--- src/rtl/ckxb_pkg.sv ---
package ckxb_pkg;
  // word addresses where each register group starts
  localparam int XB_WORD = 6;
  localparam int PD_WORD = 22;
  localparam int FD_WORD = 89;
  // field widths
  localparam int SEL_W  = 6;
  localparam int PD_W   = 10;
  localparam int FD_W   = 6;
  localparam int LANE_W = 8;
  localparam int LANES  = 4;
  localparam int DW     = 32;
endpackage

--- src/rtl/ckxb_sync.sv ---
module ckxb_sync #(
  parameter int N = 8
) (
  input  logic         clk,
  input  logic         rst_n,
  input  logic [N-1:0] async_in,
  output logic [N-1:0] sync_out
);
  logic [N-1:0] meta_q, stab_q;

  always_ff @(posedge clk or negedge rst_n) begin
    if (!rst_n) begin
      meta_q <= '0;
      stab_q <= '0;
    end else begin
      meta_q <= async_in;
      stab_q <= meta_q;
    end
  end

  assign sync_out = stab_q;
endmodule

--- src/rtl/ckxb_regs.sv ---
module ckxb_regs
  import ckxb_pkg::*;
#(
  parameter int NOUT = 6,
  parameter int AW   = 8
) (
  input  logic                       clk,
  input  logic                       rst_n,
  input  logic                       bus_wr,
  input  logic [AW-1:0]              bus_addr,
  input  logic [DW-1:0]              bus_wdata,
  output logic [DW-1:0]              bus_rdata,
  output logic [NOUT-1:0][SEL_W-1:0] sel,
  output logic [NOUT-1:0]            pgate,
  output logic [NOUT-1:0][PD_W-1:0]  pdiv,
  output logic [NOUT-1:0]            fgate,
  output logic [NOUT-1:0][FD_W-1:0]  fdiv
);
  logic [DW-1:0] rd_part [NOUT];

  for (genvar i = 0; i < NOUT; i++) begin : g_ch
    localparam int XA = XB_WORD + i / LANES;
    localparam int PA = PD_WORD + i;
    localparam int FA = FD_WORD + i;
    localparam int SH = (i % LANES) * LANE_W;

    logic [SEL_W-1:0] sel_q;
    logic             pg_q;
    logic [PD_W-1:0]  pd_q;
    logic             fg_q;
    logic [FD_W-1:0]  fd_q;

    always_ff @(posedge clk or negedge rst_n) begin
      if (!rst_n) begin
        sel_q <= '0;
        pg_q  <= 1'b0;
        pd_q  <= '0;
        fg_q  <= 1'b0;
        fd_q  <= '0;
      end else if (bus_wr) begin
        if (bus_addr == AW'(XA)) begin
          sel_q <= bus_wdata[SH +: SEL_W];
          pg_q  <= bus_wdata[SH + SEL_W];
        end
        if (bus_addr == AW'(PA)) pd_q <= bus_wdata[PD_W-1:0];
        if (bus_addr == AW'(FA)) begin
          fd_q <= bus_wdata[FD_W-1:0];
          fg_q <= bus_wdata[FD_W];
        end
      end
    end

    assign sel[i]   = sel_q;
    assign pgate[i] = pg_q;
    assign pdiv[i]  = pd_q;
    assign fgate[i] = fg_q;
    assign fdiv[i]  = fd_q;

    assign rd_part[i] = (bus_addr == AW'(XA)) ? (DW'({pg_q, sel_q}) << SH)
                      : (bus_addr == AW'(PA)) ? DW'(pd_q)
                      : (bus_addr == AW'(FA)) ? DW'({fg_q, fd_q})
                      : '0;
  end

  always_comb begin
    bus_rdata = '0;
    for (int i = 0; i < NOUT; i++) bus_rdata = bus_rdata | rd_part[i];
  end
endmodule

--- src/rtl/ckxb_divstage.sv ---
module ckxb_divstage #(
  parameter int W = 6
) (
  input  logic         clk,
  input  logic         rst_n,
  input  logic         src_lvl,
  input  logic         gate_en,
  input  logic [W-1:0] ratio,
  output logic         out_lvl
);
  logic         gated, gated_q, rise, out_q;
  logic [W-1:0] cnt_q, cnt_nx;
  logic [W:0]   high_len;

  assign gated    = src_lvl & gate_en;
  assign rise     = gated & ~gated_q;
  // high phase spans floor((ratio+1)/2) input periods
  assign high_len = ({1'b0, ratio} + (W+1)'(1)) >> 1;
  assign cnt_nx   = (cnt_q >= ratio) ? '0 : cnt_q + W'(1);

  always_ff @(posedge clk or negedge rst_n) begin
    if (!rst_n) begin
      gated_q <= 1'b0;
      cnt_q   <= '0;
      out_q   <= 1'b0;
    end else begin
      gated_q <= gated;
      if (!gate_en) begin
        cnt_q <= ratio;       // next input edge starts a fresh high phase
        out_q <= 1'b0;
      end else if (ratio == '0) begin
        out_q <= gated;       // pass-through with one register of latency
      end else if (rise) begin
        cnt_q <= cnt_nx;
        out_q <= ({1'b0, cnt_nx} < high_len);
      end
    end
  end

  assign out_lvl = out_q;
endmodule

--- src/rtl/ckxb_chan.sv ---
module ckxb_chan
  import ckxb_pkg::*;
#(
  parameter int NPAR = 8
) (
  input  logic             clk,
  input  logic             rst_n,
  input  logic [NPAR-1:0]  par_lvl,
  input  logic [SEL_W-1:0] sel,
  input  logic             pgate,
  input  logic [PD_W-1:0]  pdiv,
  input  logic             fgate,
  input  logic [FD_W-1:0]  fdiv,
  output logic             out_lvl
);
  logic picked, mid_lvl;

  always_comb begin
    picked = 1'b0;
    for (int k = 0; k < NPAR; k++)
      if (sel == SEL_W'(k)) picked = par_lvl[k];
  end

  ckxb_divstage #(.W(PD_W)) u_pre (
    .clk(clk), .rst_n(rst_n), .src_lvl(picked), .gate_en(pgate),
    .ratio(pdiv), .out_lvl(mid_lvl)
  );

  ckxb_divstage #(.W(FD_W)) u_fin (
    .clk(clk), .rst_n(rst_n), .src_lvl(mid_lvl), .gate_en(fgate),
    .ratio(fdiv), .out_lvl(out_lvl)
  );
endmodule

--- src/rtl/clkxbar_gen.sv ---
module clkxbar_gen
  import ckxb_pkg::*;
#(
  parameter int NOUT = 6,
  parameter int NPAR = 8,
  parameter int AW   = 8
) (
  input  logic            clk,
  input  logic            rst_n,
  input  logic [NPAR-1:0] parent_clk,
  input  logic            bus_wr,
  input  logic [AW-1:0]   bus_addr,
  input  logic [31:0]     bus_wdata,
  output logic [31:0]     bus_rdata,
  output logic [NOUT-1:0] clk_out
);
  logic [NPAR-1:0]            par_lvl;
  logic [NOUT-1:0][SEL_W-1:0] ch_sel;
  logic [NOUT-1:0]            pgate_en;
  logic [NOUT-1:0][PD_W-1:0]  ch_pdiv;
  logic [NOUT-1:0]            fgate_en;
  logic [NOUT-1:0][FD_W-1:0]  ch_fdiv;

  ckxb_sync #(.N(NPAR)) u_sync (
    .clk(clk), .rst_n(rst_n), .async_in(parent_clk), .sync_out(par_lvl)
  );

  ckxb_regs #(.NOUT(NOUT), .AW(AW)) u_regs (
    .clk(clk), .rst_n(rst_n), .bus_wr(bus_wr), .bus_addr(bus_addr),
    .bus_wdata(bus_wdata), .bus_rdata(bus_rdata),
    .sel(ch_sel), .pgate(pgate_en), .pdiv(ch_pdiv),
    .fgate(fgate_en), .fdiv(ch_fdiv)
  );

  for (genvar i = 0; i < NOUT; i++) begin : g_out
    ckxb_chan #(.NPAR(NPAR)) u_chan (
      .clk(clk), .rst_n(rst_n), .par_lvl(par_lvl),
      .sel(ch_sel[i]), .pgate(pgate_en[i]), .pdiv(ch_pdiv[i]),
      .fgate(fgate_en[i]), .fdiv(ch_fdiv[i]), .out_lvl(clk_out[i])
    );
  end
endmodule

--- config.mk ---
export PLATFORM = sky130hd
export DESIGN_NAME = clkxbar_gen
export DESIGN_NICKNAME = d
export VERILOG_FILES = /design/src/rtl/ckxb_pkg.sv /design/src/rtl/ckxb_sync.sv /design/src/rtl/ckxb_regs.sv /design/src/rtl/ckxb_divstage.sv /design/src/rtl/ckxb_chan.sv /design/src/rtl/clkxbar_gen.sv
export SDC_FILE = /design/constraint.sdc
export NUM_CORES = 1
export LEC_CHECK = 0
export BUFFER_PORTS_ARGS = -buffer_cell sky130_fd_sc_hd__buf_2
export CAP_MARGIN = 20
export CORE_ASPECT_RATIO = 0.9
export CORE_MARGIN = 4
export CORE_UTILIZATION = 50
export DETAILED_ROUTE_END_ITERATION = 10
export GPL_TIMING_DRIVEN = 0
export PLACE_DENSITY_LB_ADDON = 0.2
export SETUP_SLACK_MARGIN = 0.02
export SLEW_MARGIN = 20
export SYNTH_ARGS = -nofsm -noshare
export SYNTH_HDL_FRONTEND = slang
export SYNTH_SLANG_ARGS = --single-unit
--- constraint.sdc ---
create_clock -name clk -period 4.8 [get_ports clk]
set_clock_uncertainty 0.15 [all_clocks]
set_input_delay 0.24 -clock clk [delete_from_list [all_inputs] [get_ports clk]]
set_output_delay 0.24 -clock clk [all_outputs]
set_load 0.02 [all_outputs]
==> results.cfg <==
[floorplan]
rows = 70
dieArea_um2 = 45400
core_um2 = 41100
die_h_um = 203
start_util_pct = 51.2
dieWidth_um = 224
ios = 89

[synthesis]
syn_inst = 2337
synth_seq_cells = 280
synth_cell_type_count = 92
syn_avg_cell_area_um2 = 9.00
synthesis.area_um2 = 21000
synth-edff-count = 0
async_reset_ff_share_pct = 100
ys_seq_area_share_pct = 33.3
synth_ff_type = dfrtp_1
yosysWarningCount = 0

[sta]
timing.final.crit_share_pct = 90.2
finalSetupViolCount = 0
hold_viol_final = 0
tightest_slew_ps = 1080
setup_tns_ps = 0
slew_violations = 0
fmax_mhz = 231
slew_headroom_pct = 27.7
min_period_ps = 4330
rsz0062_at_grt = false

[global_route]
grt_pass1_vias = 18200
grt_pass1_wl_um = 103000
grtUsageTotal_pct = 27.9
antenna_found_initial = 0
grt_max_degree = 85
overflow = 0

[place]
dp_hpwl_um = 48200
place.gp.congestion = 0.952
port_buffers = 79

[power_and_ir_drop]
p_per_area_nw_per_um2 = 326
peakVddDrop_uv = 263
p_leak_nw = 10.5
p_clk_share_pct = 33.1
switchingPower_mw = 2.67
internal_power_mw = 5.06
swShare_pct = 34.6
p_total_mw = 7.73
p_seq_share_pct = 35.9
combPwrFrac_pct = 30.9

[clock_tree]
clk_latency_ps = 580
root_buffer = clkbuf_16
htreeDepth = 1
clock_sinks = 280
cts_buffer_depth = 3
cts.reportedPaths.clkPinSlew_ps = 60
cts_made_buffers = 31
tritoncts = done
cts_setup_buffers = 0

[drt]
dr.pass1.iters = 5
num_vias = 18800
avgRoutedWirePerCell_um = 21.2
drt_iter0_markers = 1707
wl_um = 64700
drcViolationCount = 0
via_per_inst = 6.17
drtAntennaViolNets = 0

[worst_setup_path]
crit_type = reg2reg
r2r_cells = 16
cp.arrival_ps = 4620
critPathMaxFanout = 10
endpoint_kind = register
required_ps = 5090
crit_path_start_kind = register

[final_layout]
seq_area_um2 = 7010
multi_input_area_um2 = 13100
utilization_pct = 57.6
drive_above_1_share_pct = 12.7
nets = 2760
fillers = 3616
antenna_cells = 0
syn_to_final_growth_pct = 12.6

[status]
status = completed

[job]
maxCapViolations = 0

[hold_path]
hp-class = in2async
## routing by layer
metal,up-vias,part of all wire [%],global-route usage (%)
met4,0,3.3,7.73
met2,730,45,44.3
met3,123,7.3,4.64
li1,8774,-,-
met5,-,0,0
met1,9220,44,39.7
## final cells by class
type	count	share of cell area (%)
sequential	280	29.6
buffer	106	1.91
inverter	138	2.19
tap	540	2.85
multi-input combinational	1815	55.2
timing repair buffer	121	3.71
clock buffer	48	3.97
clock inverter	7	0.592
## final timing paths
check	from	endpoint	slack (ps)
setup / recovery	u_regs.g_ch[3].pd_q[2]	g_out[3].u_chan.u_pre.out_lvl	470
hold / removal	rst_n	g_out[0].u_chan.u_fin.cnt_q[4]	110
hold reg to reg	u_sync.meta_q[7]	u_sync.sync_out[7]	190
max in group asynchronous	rst_n	g_out[5].u_chan.u_pre.cnt_q[0]	3180
min in group clk	parent_clk[2]	u_sync.meta_q[2]	160
setup reg to reg	u_regs.g_ch[3].pd_q[2]	g_out[3].u_chan.u_pre.out_lvl	470
## stage by stage
step                      hold slack (ps)  instance area (um^2)  setup slack (ps)  instances
after global placement                181                 22100             -2050       2958
final                                 108                 23700               469       3055
after detailed placement              155                 22200               301       2961
after CTS                             131                 23700               291       3055
after floorplan                      -206                 21000              1440       2339
after global routing                  152                 23700               122       3055
## power by group through the flow
stage / Combinational (mW) / Sequential (mW) / Clock, mW
floorplan: 1.75 / 2.72 / 0
global placement: 2.25 / 2.80 / 0
detailed placement: 2.33 / 2.81 / 0
CTS: 2.37 / 2.77 / 2.59
global route: 2.71 / 2.80 / 2.69
finish: 2.39 / 2.78 / 2.56
## worst max-delay path: stages (launching register included)
cell and delay [ps]:
dfrtp_1 350, clkbuf_1 460, inv_1 100, ha_1 320
nand2_1 50, o21ai_0 300, nand4_1 170, a21oi_2 480
clkbuf_1 480, nor2_1 120, ha_1 320, nand4_1 130
nor3_1 260, o21ai_0 120, and4b_1 200, o21ai_0 80
o32ai_1 110
## cell usage after synthesis, types with 6 or more instances
cell type | instances | area, um^2
dfrtp_1 | 280 | 7010
ha_1 | 216 | 2700
nor2_1 | 185 | 694
nand2_1 | 169 | 634
inv_1 | 135 | 507
nand3_1 | 135 | 676
o21ai_0 | 127 | 636
mux2_2 | 116 | 1310
xnor2_1 | 111 | 972
a21oi_1 | 109 | 546
clkbuf_1 | 81 | 304
nor3_1 | 71 | 355
and3_1 | 43 | 269
nand2b_1 | 38 | 238
nor2b_1 | 38 | 238
a211oi_1 | 31 | 233
and2_1 | 28 | 175
xor2_1 | 26 | 228
a31oi_1 | 25 | 156
a22oi_1 | 23 | 173
mux2i_1 | 20 | 200
nand4_1 | 19 | 119
a21o_1 | 18 | 135
nor4_1 | 18 | 113
o211ai_1 | 17 | 128
o22ai_1 | 17 | 106
or2_2 | 14 | 87.6
a221o_1 | 11 | 110
o21a_1 | 11 | 82.6
a32oi_1 | 10 | 87.6
buf_2 | 9 | 45.0
buf_4 | 9 | 67.6
mux4_2 | 9 | 203
o221a_2 | 8 | 90.1
o32a_1 | 8 | 80.1
a2111oi_0 | 7 | 61.3
nand3b_1 | 7 | 52.6
o32ai_1 | 7 | 61.3
a221oi_1 | 6 | 52.6
and4_1 | 6 | 52.6
or3_1 | 6 | 37.5
## timing repair
action / CTS / global route
hold buffers: 39 / 0
hold endpoints to repair: 152 / 0
endpoints found under the setup margin: 0 / 1
gates resized for setup: 0 / 1
## sequential cells by signal, indices dropped and copies added (netlist names), 8 cells and up
name and cells:
u_regs.g_ch.pd_q 60, g_out.u_chan.u_pre.cnt_q 60, u_sync.sync_out 8, u_regs.g_ch.fd_q 36, u_regs.g_ch.sel_q 36, g_out.u_chan.u_fin.cnt_q 36
u_sync.meta_q 8
## layout by cell type, fill, tap and decap left out, types with 18 or more instances in the layout
cell type / count
ha_1: 216
nand3_1: 135
dlygate4sd3_1: 39
nand2b_1: 38
buf_2: 87
and3_1: 43
nor2_1: 185
mux2_2: 116
a21oi_1: 108
clkbuf_16: 31
nor2b_1: 38
nand4_1: 19
inv_1: 135
o21ai_0: 127
a22oi_1: 23
a21o_1: 18
clkbuf_1: 88
nand2_1: 169
a211oi_1: 31
a31oi_1: 25
xnor2_1: 111
xor2_1: 26
dfrtp_1: 280
mux2i_1: 20
and2_1: 28
nor4_1: 18
nor3_1: 71
## cells by family (layout without fill, tap and decap cells)
group,after synthesis,after routing,synth area share (%)
AOI/OAI and AO/OA,496,496,15.6
xor gates and xnor gates,137,137,5.71
adders and majority gates,216,216,12.9
buffers and inverters,244,420,4.61
DFF,280,280,33.3
muxes,147,147,8.24
other,1,3,0.0178
and+or+nand+nor,816,816,19.6
Note: power is estimated with default switching activity, not from simulation.
